### config.mk
export PLATFORM = sky130hd
export DESIGN_NAME = nfseq_top
export DESIGN_NICKNAME = d
export VERILOG_FILES = /design/src/rtl/nfseq_pkg.sv /design/src/rtl/nfseq_phase_len.sv /design/src/rtl/nfseq_ctrl.sv /design/src/rtl/nfseq_pins.sv /design/src/rtl/nfseq_top.sv
export SDC_FILE = /design/constraint.sdc
export NUM_CORES = 1
export LEC_CHECK = 0
export BUFFER_PORTS_ARGS = -buffer_cell sky130_fd_sc_hd__buf_2
export CAP_MARGIN = 20
export CORE_MARGIN = 2
export CORE_UTILIZATION = 47
export CTS_BUF_LIST = sky130_fd_sc_hd__clkbuf_8
export DETAILED_ROUTE_END_ITERATION = 8
export HOLD_SLACK_MARGIN = 0.03
export MAX_ROUTING_LAYER = met4
export PLACE_DENSITY = 0.78
export SLEW_MARGIN = 20
export SYNTH_ARGS = -nofsm -noshare
export SYNTH_HDL_FRONTEND = slang
export SYNTH_SLANG_ARGS = --single-unit
### constraint.sdc
create_clock -name clk -period 2.18 [get_ports clk]
set_clock_uncertainty 0.15 [all_clocks]
set_input_delay 0.436 -clock clk [delete_from_list [all_inputs] [get_ports clk]]
set_output_delay 0.436 -clock clk [all_outputs]
set_load 0.03 [all_outputs]
### src/rtl/nfseq_pkg.sv
// Shared types for the NAND flash bus cycle sequencer.
// Assumes: request kind is a 2-bit code decoded identically everywhere.
package nfseq_pkg;
    typedef enum logic [1:0] {
        KIND_CMD   = 2'b00,
        KIND_ADDR  = 2'b01,
        KIND_WRITE = 2'b10,
        KIND_READ  = 2'b11
    } kind_e;

    typedef enum logic [1:0] {
        PH_IDLE  = 2'b00,
        PH_SETUP = 2'b01,
        PH_LOW   = 2'b10,
        PH_REC   = 2'b11
    } phase_e;
endpackage

### src/rtl/nfseq_phase_len.sv
// Phase length calculator: gives the terminal down-counter value for the
// setup phase of an incoming request and for the strobe-low phase of the
// cycle in progress.
// Assumes: counter counts from (length-1) down to 0; TURN_TICKS >= LEAD_TICKS.
module nfseq_phase_len #(
    parameter int DLY_W      = 4,
    parameter int CNT_W      = 6,
    parameter int LEAD_TICKS = 2,
    parameter int TURN_TICKS = 4
) (
    input  nfseq_pkg::kind_e   next_kind,
    input  logic               last_was_we,
    input  logic [DLY_W-1:0]   cur_dly,
    output logic [CNT_W-1:0]   setup_last,
    output logic [CNT_W-1:0]   low_last
);
    import nfseq_pkg::*;

    // Setup is stretched when a read strobe would follow a write strobe.
    always_comb begin
        if (next_kind == KIND_READ && last_was_we)
            setup_last = CNT_W'(TURN_TICKS - 1);
        else
            setup_last = CNT_W'(LEAD_TICKS - 1);
    end

    // Strobe low width is 2*(dly+1) ticks, so the last count is 2*dly+1.
    always_comb begin
        low_last = CNT_W'({cur_dly, 1'b1});
    end
endmodule

### src/rtl/nfseq_ctrl.sv
// Cycle controller: accepts one request at a time and walks it through
// setup, strobe-low and recovery phases, timing each with a down-counter.
// Assumes: requests are taken only when busy is low; delay fields are
// captured at acceptance.
module nfseq_ctrl #(
    parameter int DATA_W    = 8,
    parameter int DLY_W     = 4,
    parameter int CNT_W     = 6,
    parameter int REC_TICKS = 6
) (
    input  logic                clk,
    input  logic                rst_n,
    input  logic                req_valid,
    input  nfseq_pkg::kind_e    req_kind,
    input  logic [DATA_W-1:0]   req_byte,
    input  logic [DLY_W-1:0]    wr_dly,
    input  logic [DLY_W-1:0]    rd_dly,
    input  logic [CNT_W-1:0]    setup_last,
    input  logic [CNT_W-1:0]    low_last,
    output nfseq_pkg::phase_e   phase,
    output logic [CNT_W-1:0]    cnt,
    output nfseq_pkg::kind_e    cur_kind,
    output logic [DATA_W-1:0]   cur_byte,
    output logic [DLY_W-1:0]    cur_dly,
    output logic                last_was_we,
    output logic                busy
);
    import nfseq_pkg::*;

    logic accept;
    logic phase_done;

    // Free only in idle or in the last recovery tick.
    always_comb begin
        phase_done = (cnt == '0);
        busy       = !(phase == PH_IDLE || (phase == PH_REC && phase_done));
        accept     = req_valid && !busy;
    end

    // Phase sequencing, request capture and last-strobe bookkeeping.
    always_ff @(posedge clk) begin
        if (!rst_n) begin
            phase       <= PH_IDLE;
            cnt         <= '0;
            cur_kind    <= KIND_CMD;
            cur_byte    <= '0;
            cur_dly     <= '0;
            last_was_we <= 1'b0;
        end else begin
            if (accept) begin
                cur_kind <= req_kind;
                cur_byte <= req_byte;
                cur_dly  <= (req_kind == KIND_READ) ? rd_dly : wr_dly;
            end
            case (phase)
                PH_IDLE: begin
                    if (accept) begin
                        phase <= PH_SETUP;
                        cnt   <= setup_last;
                    end
                end
                PH_SETUP: begin
                    if (phase_done) begin
                        phase <= PH_LOW;
                        cnt   <= low_last;
                    end else begin
                        cnt <= cnt - 1'b1;
                    end
                end
                PH_LOW: begin
                    if (phase_done) begin
                        phase       <= PH_REC;
                        cnt         <= CNT_W'(REC_TICKS - 1);
                        last_was_we <= (cur_kind != KIND_READ);
                    end else begin
                        cnt <= cnt - 1'b1;
                    end
                end
                default: begin
                    if (!phase_done) begin
                        cnt <= cnt - 1'b1;
                    end else if (accept) begin
                        phase <= PH_SETUP;
                        cnt   <= setup_last;
                    end else begin
                        phase <= PH_IDLE;
                    end
                end
            endcase
        end
    end
endmodule

### src/rtl/nfseq_pins.sv
// Pin decoder and read capture: derives the flash control lines and bus
// enable from the controller state, and registers the read byte on the
// edge that ends the read strobe.
// Assumes: recovery counter runs REC_TICKS-1 down to 0; HOLD_TICKS < REC_TICKS.
module nfseq_pins #(
    parameter int DATA_W     = 8,
    parameter int CNT_W      = 6,
    parameter int REC_TICKS  = 6,
    parameter int HOLD_TICKS = 5
) (
    input  logic                clk,
    input  logic                rst_n,
    input  nfseq_pkg::phase_e   phase,
    input  logic [CNT_W-1:0]    cnt,
    input  nfseq_pkg::kind_e    cur_kind,
    input  logic [DATA_W-1:0]   cur_byte,
    input  logic [DATA_W-1:0]   dq_in,
    output logic                ce_n,
    output logic                cle,
    output logic                ale,
    output logic                we_n,
    output logic                re_n,
    output logic [DATA_W-1:0]   dq_out,
    output logic                dq_oe,
    output logic                rd_valid,
    output logic [DATA_W-1:0]   rd_data
);
    import nfseq_pkg::*;

    localparam logic [CNT_W-1:0] HOLD_FLOOR = CNT_W'(REC_TICKS - HOLD_TICKS);

    logic is_read;
    logic in_hold;
    logic drive_win;

    // Strobe and latch-line decode from the current phase.
    always_comb begin
        is_read   = (cur_kind == KIND_READ);
        in_hold   = (phase == PH_REC) && (cnt >= HOLD_FLOOR);
        drive_win = (phase == PH_SETUP) || (phase == PH_LOW) || in_hold;
        ce_n      = (phase == PH_IDLE);
        we_n      = !((phase == PH_LOW) && !is_read);
        re_n      = !((phase == PH_LOW) && is_read);
        cle       = drive_win && (cur_kind == KIND_CMD);
        ale       = drive_win && (cur_kind == KIND_ADDR);
        dq_oe     = drive_win && !is_read;
        dq_out    = cur_byte;
    end

    // Read capture on the edge where the read strobe rises.
    always_ff @(posedge clk) begin
        if (!rst_n) begin
            rd_valid <= 1'b0;
            rd_data  <= '0;
        end else if (phase == PH_LOW && is_read && cnt == '0) begin
            rd_valid <= 1'b1;
            rd_data  <= dq_in;
        end else begin
            rd_valid <= 1'b0;
        end
    end
endmodule

### src/rtl/nfseq_top.sv
// NAND flash bus cycle sequencer top: wires the controller, the phase
// length calculator and the pin decoder.
// Assumes: clk runs at twice the system clock; the data bus pad combines
// dq_out/dq_oe/dq_in outside this block.
module nfseq_top #(
    parameter int DATA_W     = 8,
    parameter int DLY_W      = 4,
    parameter int LEAD_TICKS = 2,
    parameter int TURN_TICKS = 4,
    parameter int REC_TICKS  = 6,
    parameter int HOLD_TICKS = 5
) (
    input  logic              clk,
    input  logic              rst_n,
    input  logic              req_valid,
    input  logic [1:0]        req_kind,
    input  logic [DATA_W-1:0] req_byte,
    input  logic [DLY_W-1:0]  wr_dly,
    input  logic [DLY_W-1:0]  rd_dly,
    output logic              busy,
    output logic              rd_valid,
    output logic [DATA_W-1:0] rd_data,
    output logic              ce_n,
    output logic              cle,
    output logic              ale,
    output logic              we_n,
    output logic              re_n,
    output logic [DATA_W-1:0] dq_out,
    output logic              dq_oe,
    input  logic [DATA_W-1:0] dq_in
);
    import nfseq_pkg::*;

    localparam int CNT_W = DLY_W + 2;

    phase_e             phase;
    kind_e              cur_kind;
    logic [CNT_W-1:0]   cnt;
    logic [CNT_W-1:0]   setup_last;
    logic [CNT_W-1:0]   low_last;
    logic [DATA_W-1:0]  cur_byte;
    logic [DLY_W-1:0]   cur_dly;
    logic               last_was_we;

    nfseq_phase_len #(
        .DLY_W(DLY_W), .CNT_W(CNT_W),
        .LEAD_TICKS(LEAD_TICKS), .TURN_TICKS(TURN_TICKS)
    ) len_i (
        .next_kind  (kind_e'(req_kind)),
        .last_was_we(last_was_we),
        .cur_dly    (cur_dly),
        .setup_last (setup_last),
        .low_last   (low_last)
    );

    nfseq_ctrl #(
        .DATA_W(DATA_W), .DLY_W(DLY_W), .CNT_W(CNT_W), .REC_TICKS(REC_TICKS)
    ) ctrl_i (
        .clk        (clk),
        .rst_n      (rst_n),
        .req_valid  (req_valid),
        .req_kind   (kind_e'(req_kind)),
        .req_byte   (req_byte),
        .wr_dly     (wr_dly),
        .rd_dly     (rd_dly),
        .setup_last (setup_last),
        .low_last   (low_last),
        .phase      (phase),
        .cnt        (cnt),
        .cur_kind   (cur_kind),
        .cur_byte   (cur_byte),
        .cur_dly    (cur_dly),
        .last_was_we(last_was_we),
        .busy       (busy)
    );

    nfseq_pins #(
        .DATA_W(DATA_W), .CNT_W(CNT_W),
        .REC_TICKS(REC_TICKS), .HOLD_TICKS(HOLD_TICKS)
    ) pins_i (
        .clk     (clk),
        .rst_n   (rst_n),
        .phase   (phase),
        .cnt     (cnt),
        .cur_kind(cur_kind),
        .cur_byte(cur_byte),
        .dq_in   (dq_in),
        .ce_n    (ce_n),
        .cle     (cle),
        .ale     (ale),
        .we_n    (we_n),
        .re_n    (re_n),
        .dq_out  (dq_out),
        .dq_oe   (dq_oe),
        .rd_valid(rd_valid),
        .rd_data (rd_data)
    );
endmodule

# ---- Word level (Yosys, flattened, before mapping)
# Index checks and enable logic that the tools add are counted.
dict set report op_classes {
  addsub 1
  n_mul 0
  n_div 0
  order_cmp 1
  n_eq_ne 10
  shift 0
  n_mux 14
  bitwise 0
  reduce_logical 23
}
# cell count
set op_table {}
lappend op_table {{6-bit 2-to-1 mux} 4}
lappend op_table {{6-bit one-hot mux with 3 select lines} 1}
lappend op_table {{1-bit logical AND} 10}
lappend op_table {{2-bit 2-to-1 mux} 5}
lappend op_table {{2-bit equality test (second input constant)} 4}
lappend op_table {{6-bit by 1-bit >= comparator with 1-bit output (second input constant)} 1}
lappend op_table {{6-bit zero test} 1}
lappend op_table {{2-bit by 1-bit != test with 1-bit output (second input constant)} 3}
lappend op_table {{2-bit one-hot mux with 3 select lines} 1}
lappend op_table {{6-bit by 1-bit subtractor with 6-bit output (second input constant)} 1}
lappend op_table {{2-bit by 1-bit equality test with 1-bit output (second input constant)} 2}
lappend op_table {{1-bit zero test} 4}
lappend op_table {{2-bit zero test} 2}
lappend op_table {{4-bit 2-to-1 mux} 1}
lappend op_table {{4-bit AND reduction} 1}
lappend op_table {{1-bit logical OR} 3}
lappend op_table {{1-bit 2-to-1 mux} 2}
lappend op_table {{2-bit != test (second input constant)} 1}
lappend op_table {{2-bit AND reduction} 1}
lappend op_table {{2-bit nonzero test} 1}
dict set report word_totals {
  register_bits 32
  latch_bits 0
  ram_bits 0
  mem_bits_ro 0
  in_bits 29
  out_inout_bits 24
  n_memories 0
}

# ---- Logic depth before layout (Yosys ltp)
dict set report depth {
  word_depth 7
  ltp_mapped 8
  mapped_depth_nobuf 6
}

# ---- By module
# A second synthesis with hierarchy kept.
dict set report unflattened {
  cells_unflattened 233
  hier_area_um2 1901.8
}
# module n_inst cells_per_inst area_per_inst_um2 seq_area_each_um2
set modules_own_cells {}
lappend modules_own_cells {nfseq_ctrl 1 158 1281.2 460.4}
lappend modules_own_cells {nfseq_pins 1 61 524.3 180.2}
lappend modules_own_cells {nfseq_phase_len 1 14 96.3 0.0}

# ---- Worst setup path before layout
# OpenSTA, ideal clock, no wires.
dict set report synth_path {
  path_kind {flip-flop to output port}
  start {reg ctrl_i.cnt[0]}
  end {out ale}
  arrival_ns 1.712
  t_required_ns 1.594
  setup_slack_ns -0.118
  stages_incl_launch_ff 7
  n_path_buf 0
  path_cell_list {dfxtp_1 inv_1 ha_1 or4b_1 or3_1 a21oi_2 nor3b_1}
}
dict set report synth_via {
  elab_chain_cells 4
}
# item line
set synth_rtl {}
lappend synth_rtl {{start, declared} nfseq_ctrl.sv:21} ;# output logic [CNT_W-1:0] cnt,
lappend synth_rtl {{start signal, assigned} nfseq_ctrl.sv:59} ;# cnt <= setup_last;
lappend synth_rtl {{start signal, assigned} nfseq_ctrl.sv:65} ;# cnt <= low_last;
lappend synth_rtl {{start signal, assigned} nfseq_ctrl.sv:67} ;# cnt <= cnt - 1'b1;
lappend synth_rtl {{6-bit by 1-bit >= comparator with 1-bit output} nfseq_pins.sv:39} ;# in_hold = (phase == PH_REC) && (cnt >= HOLD_FLOOR);
lappend synth_rtl {{1-bit logical AND} nfseq_pins.sv:39}
lappend synth_rtl {{1-bit logical OR} nfseq_pins.sv:40} ;# drive_win = (phase == PH_SETUP) || (phase == PH_LOW) || in_hold;
lappend synth_rtl {{1-bit logical AND} nfseq_pins.sv:45} ;# ale = drive_win && (cur_kind == KIND_ADDR);
lappend synth_rtl {{end, declared} nfseq_top.sv:25} ;# output logic ale,
# No other way between the ends.

# ---- Worst setup path in the final report
# Same ends and word-level chain as after synthesis.

==> flow_summary.json <==
{
  "status": "complete, but fails checks",
  "violations": "negative setup slack",
  "slowest_stage": "or4b_4",
  "grt_max_degree": 23,
  "cts_max_path_buffers": 2,
  "slowest_delay_ns": 0.46,
  "yosysTopAreaCell": "dfxtp_1",
  "dieWidth_microns": 62.7,
  "synth.distinct_cells": 42,
  "drtIter0Drc": 110,
  "ys_top_cells_by_area": "dfxtp_1 (40%), nand2_1 (7.4%), mux2i_1 (6.2%), ha_1 (5.4%), a22o_1 (4.3%)",
  "crit_arrival_ns": 2.07,
  "portBuffers": 52,
  "io_pins": 53,
  "synth_top_area_share": 0.396,
  "critPathRequiredTime_ns": 1.59,
  "start_util": 0.489,
  "overflow": 0,
  "drtAntennaViolNets": 0,
  "cp-end-kind": "output pin",
  "ys_seq_area_frac": 0.396,
  "r2r_cells": 10,
  "yosys-top-cells-count": "dfxtp_1 (32), nand2_1 (32), a21oi_1 (10), mux2i_1 (10)",
  "async_flop_share": 0,
  "gp_congestion": 0.959,
  "coreArea_sq_um": 3310,
  "fmax_ghz": 0.376,
  "crit_path_start_kind": "register",
  "first_global_vias": 1539,
  "numClockSinks": 32,
  "crit_chain": "inv_2 > ha_4 > or4b_4 > or3_4 > a21oi_4 > nor3b_2 > buf_4",
  "drive_gt1_frac": 0.394,
  "antenna_found_initial": 0,
  "drc": 0,
  "r2r-end": "ctrl_i.cur_dly[3]",
  "syn-num-nets": 220,
  "timing.rr.start": "ctrl_i.cnt[1]",
  "fp.dieH_microns": 62.7,
  "fin_util": 0.669,
  "hpwl_mm": 2.96,
  "rows": 21,
  "dpl_cell_area_sq_um": 2030,
  "avgSynthCellArea_sq_um": 8.80,
  "p_total_mw": 3.33,
  "dr_total_vias": 1635,
  "period_share": 1.22,
  "reg2reg_slack_ns": 0.07,
  "holdPathStages": 2,
  "clk_pin_slew_worst_paths_ns": 0.07,
  "crit_type": "reg -> out",
  "dr.pass1.iters": 4,
  "grt_pass1_wl_mm": 6.63,
  "nets": 286,
  "holdBufCountCts": 0,
  "post-route-min-period_ns": 2.66,
  "avgRoutedWirePerCell_microns": 14.0,
  "htreeDepth": 2,
  "ys.flop_type": "dfxtp_1",
  "crit_buf_inv": 2,
  "worst_slack_ns": -0.476,
  "final_area_sq_um": 2210,
  "min_from": "dq_in[2]",
  "cts_root_buffer": "clkbuf_8",
  "hp-class": "in -> reg",
  "cap_violations": 0,
  "die_area_sq_um": 3930,
  "rsz0062_at_grt": "true",
  "synthCells": 184,
  "yosys_warnings": 0,
  "finalHoldViolCount": 0,
  "clk_latency_ns": 0.28,
  "path_delay_family": "simple AND/OR/NAND/NOR gates",
  "ir_worst_vdd_mv": 0.802,
  "tightest_slew_ns": 0.479,
  "finalWirelength_mm": 4.15,
  "numCtsBuffers": 5,
  "p_per_area_nw_per_um2": 1510,
  "synth_area_sq_um": 1620,
  "synth_seq_cells": 32,
  "viasPerCell": 5.51,
  "gr-usage-all-layers": 0.220,
  "syn2layout_area_growth_pct": 36.7,
  "setup_viol": 3,
  "leakage_nw": 1.00,
  "cts_tree": "done",
  "antennaDiodeCount": 0,
  "synth_edf_count": 0,
  "slew_viol_final": 0,
  "layoutNonFillerInstCount": 297,
  "critPathMaxFanout": 3,
  "maxSlewHeadroom": 0.680,
  "dp_cells": 284,
  "hold_path_end": "pins_i.rd_data[2]"
}
## what timing repair did
action                                  4_1_cts  5_1_grt
setup buffers                                 2        4
resized for setup                             7        9
endpoints found under the hold margin         0        0
pin swaps                                     1        1
endpoints found under the setup margin        4        9
## where the power goes
group | switching (mW) | internal, mW | leakage (nW)
combinational | 1.11 | 0.964 | 0.693
clock | 0.227 | 0.222 | 0.0455
sequential | 0.0951 | 0.719 | 0.262
total | 1.43 | 1.91 | 1.00
## metal layers
layer  wire length (microns)  up-vias  track usage
li1                        -      798            -
met1                    1760      751        0.268
met2                    1940       75        0.347
met3                     346       11       0.0577
met4                     112        0       0.0917
met5                       0        -            -
## worst register-to-register path, cell delays in order, from the launching register on
cell	delay, ns
dfxtp_2	0.33
inv_2	0.05
buf_4	0.15
ha_4	0.15
nor2b_4	0.13
buf_6	0.11
a31o_4	0.22
buf_4	0.15
and2_1	0.17
buf_4	0.18
a311oi_1	0.24
## per-stage QoR
stage | setup TNS [ns] | setup WS (ns) | hold WS [ns]
after global placement | -0.484 | -0.171 | 0.291
after detailed placement | -0.571 | -0.205 | 0.295
after floorplan | -0.0654 | -0.0370 | 0.293
after CTS | -1.56 | -0.483 | 0.205
final | -1.34 | -0.476 | 0.210
after global routing | -1.54 | -0.535 | 0.205
## cells in the final DEF (no fill, tap or decap), types with 2 or more instances in the layout
cell type / count
nor3_4: 2
dfxtp_2: 2
dfxtp_1: 30
a22o_1: 8
buf_4: 19
clkbuf_8: 5
o22ai_1: 2
a21oi_1: 9
or3_1: 3
o21ai_1: 2
o21ai_0: 5
nor3b_1: 3
nor2b_1: 4
a21o_1: 2
nand2_1: 32
nand3_1: 7
a311oi_1: 4
mux2i_1: 10
inv_2: 4
a211oi_1: 3
a221oi_1: 3
o21a_1: 3
buf_2: 48
ha_4: 2
nor2_1: 3
a31oi_1: 2
ha_1: 4
buf_6: 4
inv_1: 3
## flip-flops by register name (all words and copies together), names as in the netlist
register            flops
pins_i.rd_valid         1
ctrl_i.cur_dly          4
ctrl_i.phase            2
ctrl_i.cnt              6
pins_i.rd_data          8
ctrl_i.cur_byte         8
ctrl_i.last_was_we      1
ctrl_i.cur_kind         2
## kinds of logic (layout without fill, tap and decap cells)
group	count (synthesis)	count (layout)	synth area share
muxes	11	11	0.0688
and+or+nand+nor	64	64	0.200
adders and majority gates	7	7	0.0541
AOI/OAI and AO/OA	51	51	0.223
DFF	32	32	0.396
buffers and inverters	18	85	0.0525
xor gates and xnor gates	1	1	0.00541
## layout make-up
cell class,instances,area [sq um]
Sequential cell,32,643
Clock buffer,5,68.8
Fill cell,285,1100
Clock inverter,3,20.0
Inverter,6,22.5
Tap cell,46,57.6
Multi-Input combinational cell,134,973
Timing Repair Buffer,71,428
## how the worst max path moves through the flow
stage	startpoint	end	slack, ns	depth (start not counted)
after detailed placement	ctrl_i.cnt[0]	ale	-0.21	7
final	ctrl_i.cnt[0]	ale	-0.48	7
after global placement	ctrl_i.cnt[0]	ale	-0.17	7
after CTS	ctrl_i.cnt[0]	ale	-0.48	7
after floorplan	ctrl_i.cnt[0]	ale	-0.04	6
after global routing	ctrl_i.cnt[0]	ale	-0.53	7
No activity file was read; power rests on OpenSTA's default activity.
